### src/rtl/cop_pkg.sv
package cop_pkg;
  localparam int unsigned COP_ADDR_W = 16;
  localparam int unsigned COP_DATA_W = 8;
  typedef logic [COP_ADDR_W-1:0] cop_addr_t;
  typedef logic [COP_DATA_W-1:0] cop_data_t;
  typedef struct packed {
    logic      we;
    cop_addr_t addr;
    cop_data_t data;
  } cop_bus_wr_t;
endpackage

### src/rtl/cop_svc_dec.sv
module cop_svc_dec
  import cop_pkg::*;
#(
  parameter cop_addr_t SVC_ADDR = 16'hFFFF
) (
  input  cop_bus_wr_t wr_i,
  output logic        svc_o
);
  logic unused_wdata;
  assign unused_wdata = ^wr_i.data[COP_DATA_W-1:1];
  // only a zero in bit 0 counts as service
  assign svc_o = wr_i.we && (wr_i.addr == SVC_ADDR) && !wr_i.data[0];
endmodule

### src/rtl/cop_divstage.sv
module cop_divstage #(
  parameter int unsigned STAGES = 3
) (
  input  logic clk_i,
  input  logic rst_ni,
  input  logic tick_i,
  input  logic clr_i,
  output logic fire_o
);
  logic [STAGES-1:0] cnt_q;
  logic [STAGES:0]   carry;

  assign carry[0] = tick_i;

  for (genvar i = 0; i < STAGES; i++) begin : g_bit
    assign carry[i+1] = carry[i] & cnt_q[i];
    always_ff @(posedge clk_i or negedge rst_ni) begin
      if (!rst_ni)       cnt_q[i] <= 1'b0;
      else if (clr_i)    cnt_q[i] <= 1'b0;
      else if (carry[i]) cnt_q[i] <= ~cnt_q[i];
    end
  end

  // terminal carry wraps the stage to zero on the same edge
  assign fire_o = carry[STAGES] & ~clr_i;
endmodule

### src/rtl/cop_rst_stretch.sv
module cop_rst_stretch #(
  parameter int unsigned HOLD_CYCLES = 64
) (
  input  logic clk_i,
  input  logic rst_ni,
  input  logic fire_i,
  output logic req_o,
  output logic pin_no
);
  localparam int unsigned HW = $clog2(HOLD_CYCLES + 1);

  logic          req_q;
  logic [HW-1:0] hold_q;

  always_ff @(posedge clk_i or negedge rst_ni) begin
    if (!rst_ni) begin
      req_q  <= 1'b0;
      hold_q <= '0;
    end else begin
      req_q <= fire_i;
      if (fire_i)            hold_q <= HW'(HOLD_CYCLES);
      else if (hold_q != '0) hold_q <= hold_q - 1'b1;
    end
  end

  assign req_o  = req_q;
  assign pin_no = (hold_q == '0);
endmodule

### src/rtl/cop_wdog.sv
module cop_wdog
  import cop_pkg::*;
#(
  parameter int unsigned DIV_STAGES  = 3,
  parameter int unsigned HOLD_CYCLES = 64,
  parameter cop_addr_t   SVC_ADDR    = 16'hFFFF
) (
  input  logic                  clk_i,
  input  logic                  rst_ni,
  input  logic                  rti_tick_i,
  input  logic                  bus_we_i,
  input  logic [COP_ADDR_W-1:0] bus_addr_i,
  input  logic [COP_DATA_W-1:0] bus_wdata_i,
  input  logic                  cop_en_i,
  output logic                  sys_rst_req_o,
  output logic                  ext_rst_no
);
  cop_bus_wr_t wr;
  logic        svc_hit;
  logic        stage_clr;
  logic        tmo_fire;

  assign wr.we   = bus_we_i;
  assign wr.addr = bus_addr_i;
  assign wr.data = bus_wdata_i;

  cop_svc_dec #(.SVC_ADDR(SVC_ADDR)) u_dec (
    .wr_i (wr),
    .svc_o(svc_hit)
  );

  assign stage_clr = svc_hit | ~cop_en_i;

  cop_divstage #(.STAGES(DIV_STAGES)) u_div (
    .clk_i (clk_i),
    .rst_ni(rst_ni),
    .tick_i(rti_tick_i),
    .clr_i (stage_clr),
    .fire_o(tmo_fire)
  );

  cop_rst_stretch #(.HOLD_CYCLES(HOLD_CYCLES)) u_rst (
    .clk_i (clk_i),
    .rst_ni(rst_ni),
    .fire_i(tmo_fire),
    .req_o (sys_rst_req_o),
    .pin_no(ext_rst_no)
  );
endmodule

### config.mk
export PLATFORM = sky130hd
export DESIGN_NAME = cop_wdog
export DESIGN_NICKNAME = d
export VERILOG_FILES = /design/src/rtl/cop_pkg.sv /design/src/rtl/cop_svc_dec.sv /design/src/rtl/cop_divstage.sv /design/src/rtl/cop_rst_stretch.sv /design/src/rtl/cop_wdog.sv
export SDC_FILE = /design/constraint.sdc
export NUM_CORES = 1
export LEC_CHECK = 0
export ABC_AREA = 1
export BUFFER_PORTS_ARGS = -buffer_cell sky130_fd_sc_hd__clkbuf_2
export CAP_MARGIN = 0
export CORE_MARGIN = 4
export CORE_UTILIZATION = 29
export DETAILED_ROUTE_END_ITERATION = 7
export GPL_TIMING_DRIVEN = 0
export HOLD_SLACK_MARGIN = 0.02
export PLACE_DENSITY_LB_ADDON = 0.1
export SLEW_MARGIN = 30
export SYNTH_ARGS = -nofsm -noshare
export SYNTH_HDL_FRONTEND = slang
export SYNTH_SLANG_ARGS = --single-unit
### constraint.sdc
create_clock -name clk_i -period 4 [get_ports clk_i]
set_input_delay 1.2 -clock clk_i [delete_from_list [all_inputs] [get_ports clk_i]]
set_output_delay 1.2 -clock clk_i [all_outputs]
set_load 0.05 [all_outputs]
==> out/results.ini, run 1 <==
[worst_setup_path]
r2r_end = u_rst.hold_q[2]
startpoint_type = register
r2r-start = u_rst.hold_q[0]
worstPathCellList = inv_1 > ha_1 > inv_1 > nor2_2 > nand3_4 > inv_2 > clkbuf_2
crit_path_max_incr_delay_ns = 0.42
worst-setup-path-type = reg -> out
reg2reg_depth = 9
worstSetupStartpoint = u_rst.hold_q[0]
critPathCaptureType = output pin
arrival_ns = 1.61
crit_path_top_delay_cell = dfrtp_1
path_max_fanout = 8
cp_common_cell = inv_1
rrSetupSlack_ns = 2.65
required_ns = 2.80

[detailed_routing]
drt_wl_total_microns = 1250
dr.first_iter.drc_count = 3
viasPerCell = 4.26
dr.pass1.iters = 3
drc = 0
vias = 592
antenna_left = 0
wire_per_inst_microns = 8.99

[sta]
setup-violations-final = 0
hold_ws_ns = 0.556
max_clock_freq_ghz = 0.356
fin_crit_ns = 2.81
setup_tns_ns = 0
hold_viol = 0
grt_setup_unrepaired = no
skew_ns = 0.000844
final.period_utilization_pct = 70.2
slew-limit-headroom_pct = 81.0
worstMarginPinSlew_ns = 0.284
finalMaxSlewViolations = 0

[clock_tree]
cts-htree-levels = 1
clock-sinks = 11
cts_setup_buffers = 0
insertion_delay_ns = 0.27
clockRootBuffer = clkbuf_4
ctsHoldBuffers = 0
cts_resized = 0
cts_tree = done
clockBufferDepth = 2
path_clk_slew_ns = 0.07
cts_buffers = 3

[floorplanning]
std_cell_rows = 17
fp.dieW_microns = 55.9
core_area_sq_um = 2190
dieArea_sq_um = 3130
io-pin-count = 31
die_y_microns = 55.9
start_util_pct = 30.4

[place]
gp_congestion = 0.687
place_area_sq_um = 816
io_buffers = 23
dpl.hpwl_microns = 1030

[yosys]
ys_seq_area_share_pct = 41.4
synthesis.area_sq_um = 666
synth_most_common_cell = nand2_1
synthesis.nets = 115
synth_top_area_cell = dfrtp_1
syn_area_per_cell_sq_um = 7.92
netlist.area_leader.share_pct = 41.4
yosysWarnings = 0
synth-async-reset-ratio_pct = 100
syn-instance-count = 84
ys_types = 20
ys_ff_latch = 11
yosys-top-cells-area = dfrtp_1 41%, nand2_1 12%, inv_1 8.5%
synth-edff-count = 0
synth_ff_type = dfrtp_1
ys_top_cells_by_count = 21 x nand2_1, 15 x inv_1, 11 x dfrtp_1, 9 x nor2_1, 5 x nand4_1

[status]
status = finished clean

[flow_run]
cap_violations = 0

[global_route]
use_met1_pct = 11.0
antenna_found_initial = 0
track_usage_pct = 9.48
grt_util_met2_pct = 14.7
met3_usage_pct = 3.48
grt_max_degree = 12
grt_pass1_vias = 587
grt_overflow = 0
gr-max-usage-layer = met2
grt_pass1_wl_microns = 2330

[final_layout]
post-route-cell-area_sq_um = 842
syn2layout_area_growth_pct = 26.5
n_antenna_cell = 0
nets = 143
drive_above_1_share_pct = 33.3

[min_path]
min_to = u_div.cnt_q[0]
worstHoldStart = u_div.cnt_q[0]
hold_class = reg -> reg
whs_path_depth = 2

[power_and_ir_drop]
leakagePower_nw = 0.461
max-vdd-ir-drop_v = 0.000170
power_density_nw_per_um2 = 482

==> layout make-up <==
cell class	count	area (sq um)
clock buffers	4	26.3
fillers	259	1350
inverters	17	63.8
multi-input cells	56	327
flip-flops and latches	11	275
well taps	28	35.0
repair buffers	23	115
==> routing by layer <==
layer	wire length [microns]	up-vias
met5	0	-
met4	25	0
met3	126	4
met2	561	27
met1	537	251
li1	-	310
==> registers in the layout, indices dropped and copies added, names as in the netlist <==
signal and cells:
u_rst.req_o 1, u_rst.hold_q 7, u_div.cnt_q 3
==> worst max-delay path by stage <==
| stage | end | slack, ns | cells past startpoint |
|---|---|---|---|
| 2_1_floorplan | ext_rst_no | 1.68 | 6 |
| 3_3_place_gp | ext_rst_no | 1.46 | 7 |
| 3_5_place_dp | ext_rst_no | 1.46 | 7 |
| 4_1_cts | ext_rst_no | 1.16 | 7 |
| 5_1_grt | ext_rst_no | 1.05 | 7 |
| 6_report | ext_rst_no | 1.19 | 7 |
==> power by group <==
part | switching, W | internal (W)
combinational | 0.0000781 | 0.0000622
sequential | 0.0000430 | 0.000148
clock | 0.0000363 | 0.0000386
==> kinds of logic (layout without fill, tap and decap cells) <==
| kind of cell | Yosys count | after routing | share of synthesized area [%] |
|---|---|---|---|
| XOR/XNOR | 4 | 4 | 6.39 |
| adder cells (fa/ha/maj) | 2 | 2 | 3.76 |
| AND/OR/NAND/NOR | 48 | 48 | 37.4 |
| flip-flops | 11 | 11 | 41.4 |
| buffers and inverters | 17 | 44 | 9.59 |
| AO/OA/AOI/OAI | 2 | 2 | 1.50 |
==> worst max-delay path: cells and delay by family, from the launching register on <==
family                   cells  cell delay (ns)
adder cells (fa/ha/maj)      1             0.15
flip-flops                   1             0.42
AND/OR/NAND/NOR              2             0.25
buffers and inverters        4             0.51
==> placed cells by master, fill, tap and decap left out <==
| cell type | netlist | final |
|---|---|---|
| clkbuf_1 | 0 | 1 |
| clkbuf_2 | 0 | 23 |
| clkbuf_4 | 0 | 3 |
| dfrtp_1 | 11 | 11 |
| ha_1 | 2 | 2 |
| inv_1 | 15 | 15 |
| inv_2 | 2 | 2 |
| nand2_1 | 21 | 21 |
| nand2_2 | 1 | 1 |
| nand3_1 | 3 | 3 |
| nand3_2 | 1 | 1 |
| nand3_4 | 1 | 1 |
| nand4_1 | 5 | 5 |
| nor2_1 | 9 | 9 |
| nor2_2 | 3 | 3 |
| nor2_4 | 1 | 1 |
| nor3_1 | 2 | 2 |
| nor3_4 | 1 | 1 |
| o21ai_0 | 1 | 1 |
| o21ai_1 | 1 | 1 |
| xnor2_1 | 1 | 1 |
| xor2_1 | 2 | 2 |
| xor2_2 | 1 | 1 |
==> stage by stage <==
step	power [W]	util [%]	setup WS, ns	std cells
after CTS	0.000415	38.4	1.16	139
after floorplan	0.000300	-	1.68	84
after detailed placement	0.000334	37.2	1.46	135
final	0.000406	38.4	1.19	139
after global routing	0.000452	38.4	1.05	139
after global placement	0.000333	37.2	1.46	135
Power figures use the tool's default switching activity.
==> run 2: changes to the inputs <==
==> constraint.sdc (replaced) <==
create_clock -name clk_i -period 2.4 [get_ports clk_i]
set_input_delay 0.72 -clock clk_i [delete_from_list [all_inputs] [get_ports clk_i]]
set_output_delay 0.72 -clock clk_i [all_outputs]
set_load 0.05 [all_outputs]
==> out/results.ini, run 2 (same netlist as run 1, synthesis figures left out) <==
[status]
status = finished clean

[floorplanning]
dieArea_sq_um = 3130
core_area_sq_um = 2190
start_util_pct = 30.4
die_y_microns = 55.9
io-pin-count = 31
std_cell_rows = 17
fp.dieW_microns = 55.9

[clock_tree]
cts_tree = done
ctsHoldBuffers = 0
path_clk_slew_ns = 0.07
clock-sinks = 11
cts-htree-levels = 1
insertion_delay_ns = 0.27
clockBufferDepth = 2
cts_buffers = 3
clockRootBuffer = clkbuf_4
cts_setup_buffers = 0
cts_resized = 0

[final_layout]
n_antenna_cell = 0
final_common_cell = clkbuf_2
mostFrequentLayoutCells = 22 x clkbuf_2, 21 x nand2_1, 15 x inv_1, 11 x dfrtp_1, 9 x nor2_1
drive_above_1_share_pct = 33.3
nets = 143
syn2layout_area_growth_pct = 26.9
final_cells = 139
largest_reg_flops = 7
postLayoutCoreUtil_pct = 38.5
fill_cells = 258
regMostFlops = u_rst.hold_q

[flow_run]
cap_violations = 0

[power_and_ir_drop]
power_density_nw_per_um2 = 801
max-vdd-ir-drop_v = 0.000284
power_frac_seq_pct = 47.0
leakagePower_nw = 0.462
p_int_w = 0.000414
p_sw_w = 0.000262
p_sw_share_pct = 38.8
power_frac_comb_pct = 34.6
pwr-share-clk_pct = 18.5

[worst_setup_path]
path_max_fanout = 8
arrival_ns = 1.53
critPathCaptureType = output pin
required_ns = 1.68
rrSetupSlack_ns = 1.05
startpoint_type = register
worst-setup-path-type = reg -> out

[detailed_routing]
dr.first_iter.drc_count = 3
wire_per_inst_microns = 8.99
vias = 592
dr.pass1.iters = 3
viasPerCell = 4.26
antenna_left = 0
drc = 0
drt_wl_total_microns = 1250

[place]
dpl.hpwl_microns = 1030
numPlacedInstances = 135
gp_congestion = 0.687
io_buffers = 23

[sta]
max_clock_freq_ghz = 0.445
final.period_utilization_pct = 93.7
skew_ns = 0.000829
setup_tns_ns = 0
grt_setup_unrepaired = no
fin_crit_ns = 2.25
slew-limit-headroom_pct = 81.0
hold_viol = 0
worstMarginPinSlew_ns = 0.284
setup-violations-final = 0
finalMaxSlewViolations = 0

[global_route]
grt_pass1_wl_microns = 2330
grt_overflow = 0
grt_pass1_vias = 587
antenna_found_initial = 0
track_usage_pct = 9.48
grt_max_degree = 12

[min_path]
hold_class = in -> async

## run 2: cell types whose count changed in the layout (fill, tap and decap cells not counted)
cell,before,now
clkbuf_2,23,22
buf_4,0,1
## run 2: worst paths after layout
| kind | start | end | cells after the start |
|---|---|---|---|
| hold reg to reg | u_div.cnt_q[0] | u_div.cnt_q[0] | 2 |
| max in group asynchronous | rst_ni | u_rst.req_o | 1 |
| min in group clk_i | u_div.cnt_q[0] | u_div.cnt_q[0] | 2 |
| hold / removal | rst_ni | u_rst.hold_q[6] | 1 |
| setup reg to reg | u_rst.hold_q[0] | u_rst.hold_q[2] | 9 |
| setup / recovery | u_rst.hold_q[0] | ext_rst_no | 7 |
## run 2: layout make-up
class                      instances  area, sq um  area share [%]
inverter                          17         63.8            7.56
multi-input combinational         56          327            38.7
clock buffer                       4         26.3            3.11
sequential                        11          275            32.6
tap                               28         35.0            4.15
timing repair buffer              23          118            13.9
## run 2: through the flow
| step | total power [W] | hold slack (ns) | cell area, sq um | setup slack, ns |
|---|---|---|---|---|
| floorplan | 0.000500 | 0.424 | 666 | 0.556 |
| global placement | 0.000555 | 0.537 | 816 | 0.341 |
| detailed placement | 0.000556 | 0.549 | 816 | 0.343 |
| CTS | 0.000692 | 0.312 | 842 | 0.0388 |
| global route | 0.000753 | 0.325 | 845 | 0.0136 |
| finish | 0.000677 | 0.318 | 845 | 0.151 |
## run 2: critical path, stage by stage (launching register included)
cell and delay [ns]:
dfrtp_1 0.42, inv_1 0.10, ha_1 0.15, inv_1 0.04, nor2_2 0.11, nand3_4 0.14
inv_2 0.10, buf_4 0.20
## run 2: power by group through the flow
| stage | Clock, W | Sequential [W] | Combinational, W |
|---|---|---|---|
| floorplan | 0 | 0.000311 | 0.000190 |
| global placement | 0 | 0.000322 | 0.000233 |
| detailed placement | 0 | 0.000322 | 0.000234 |
| CTS | 0.000136 | 0.000318 | 0.000238 |
| global route | 0.000141 | 0.000328 | 0.000284 |
| finish | 0.000125 | 0.000318 | 0.000234 |
## run 2: layer usage
layer	global-route usage [%]	vias to the layer above	wire length (microns)	part of all wire, %
met3	3.48	4	126	10
met2	14.7	27	561	45
met5	0	-	0	0
met4	6.10	0	25	2.0
li1	-	310	-	-
met1	11.0	251	536	43
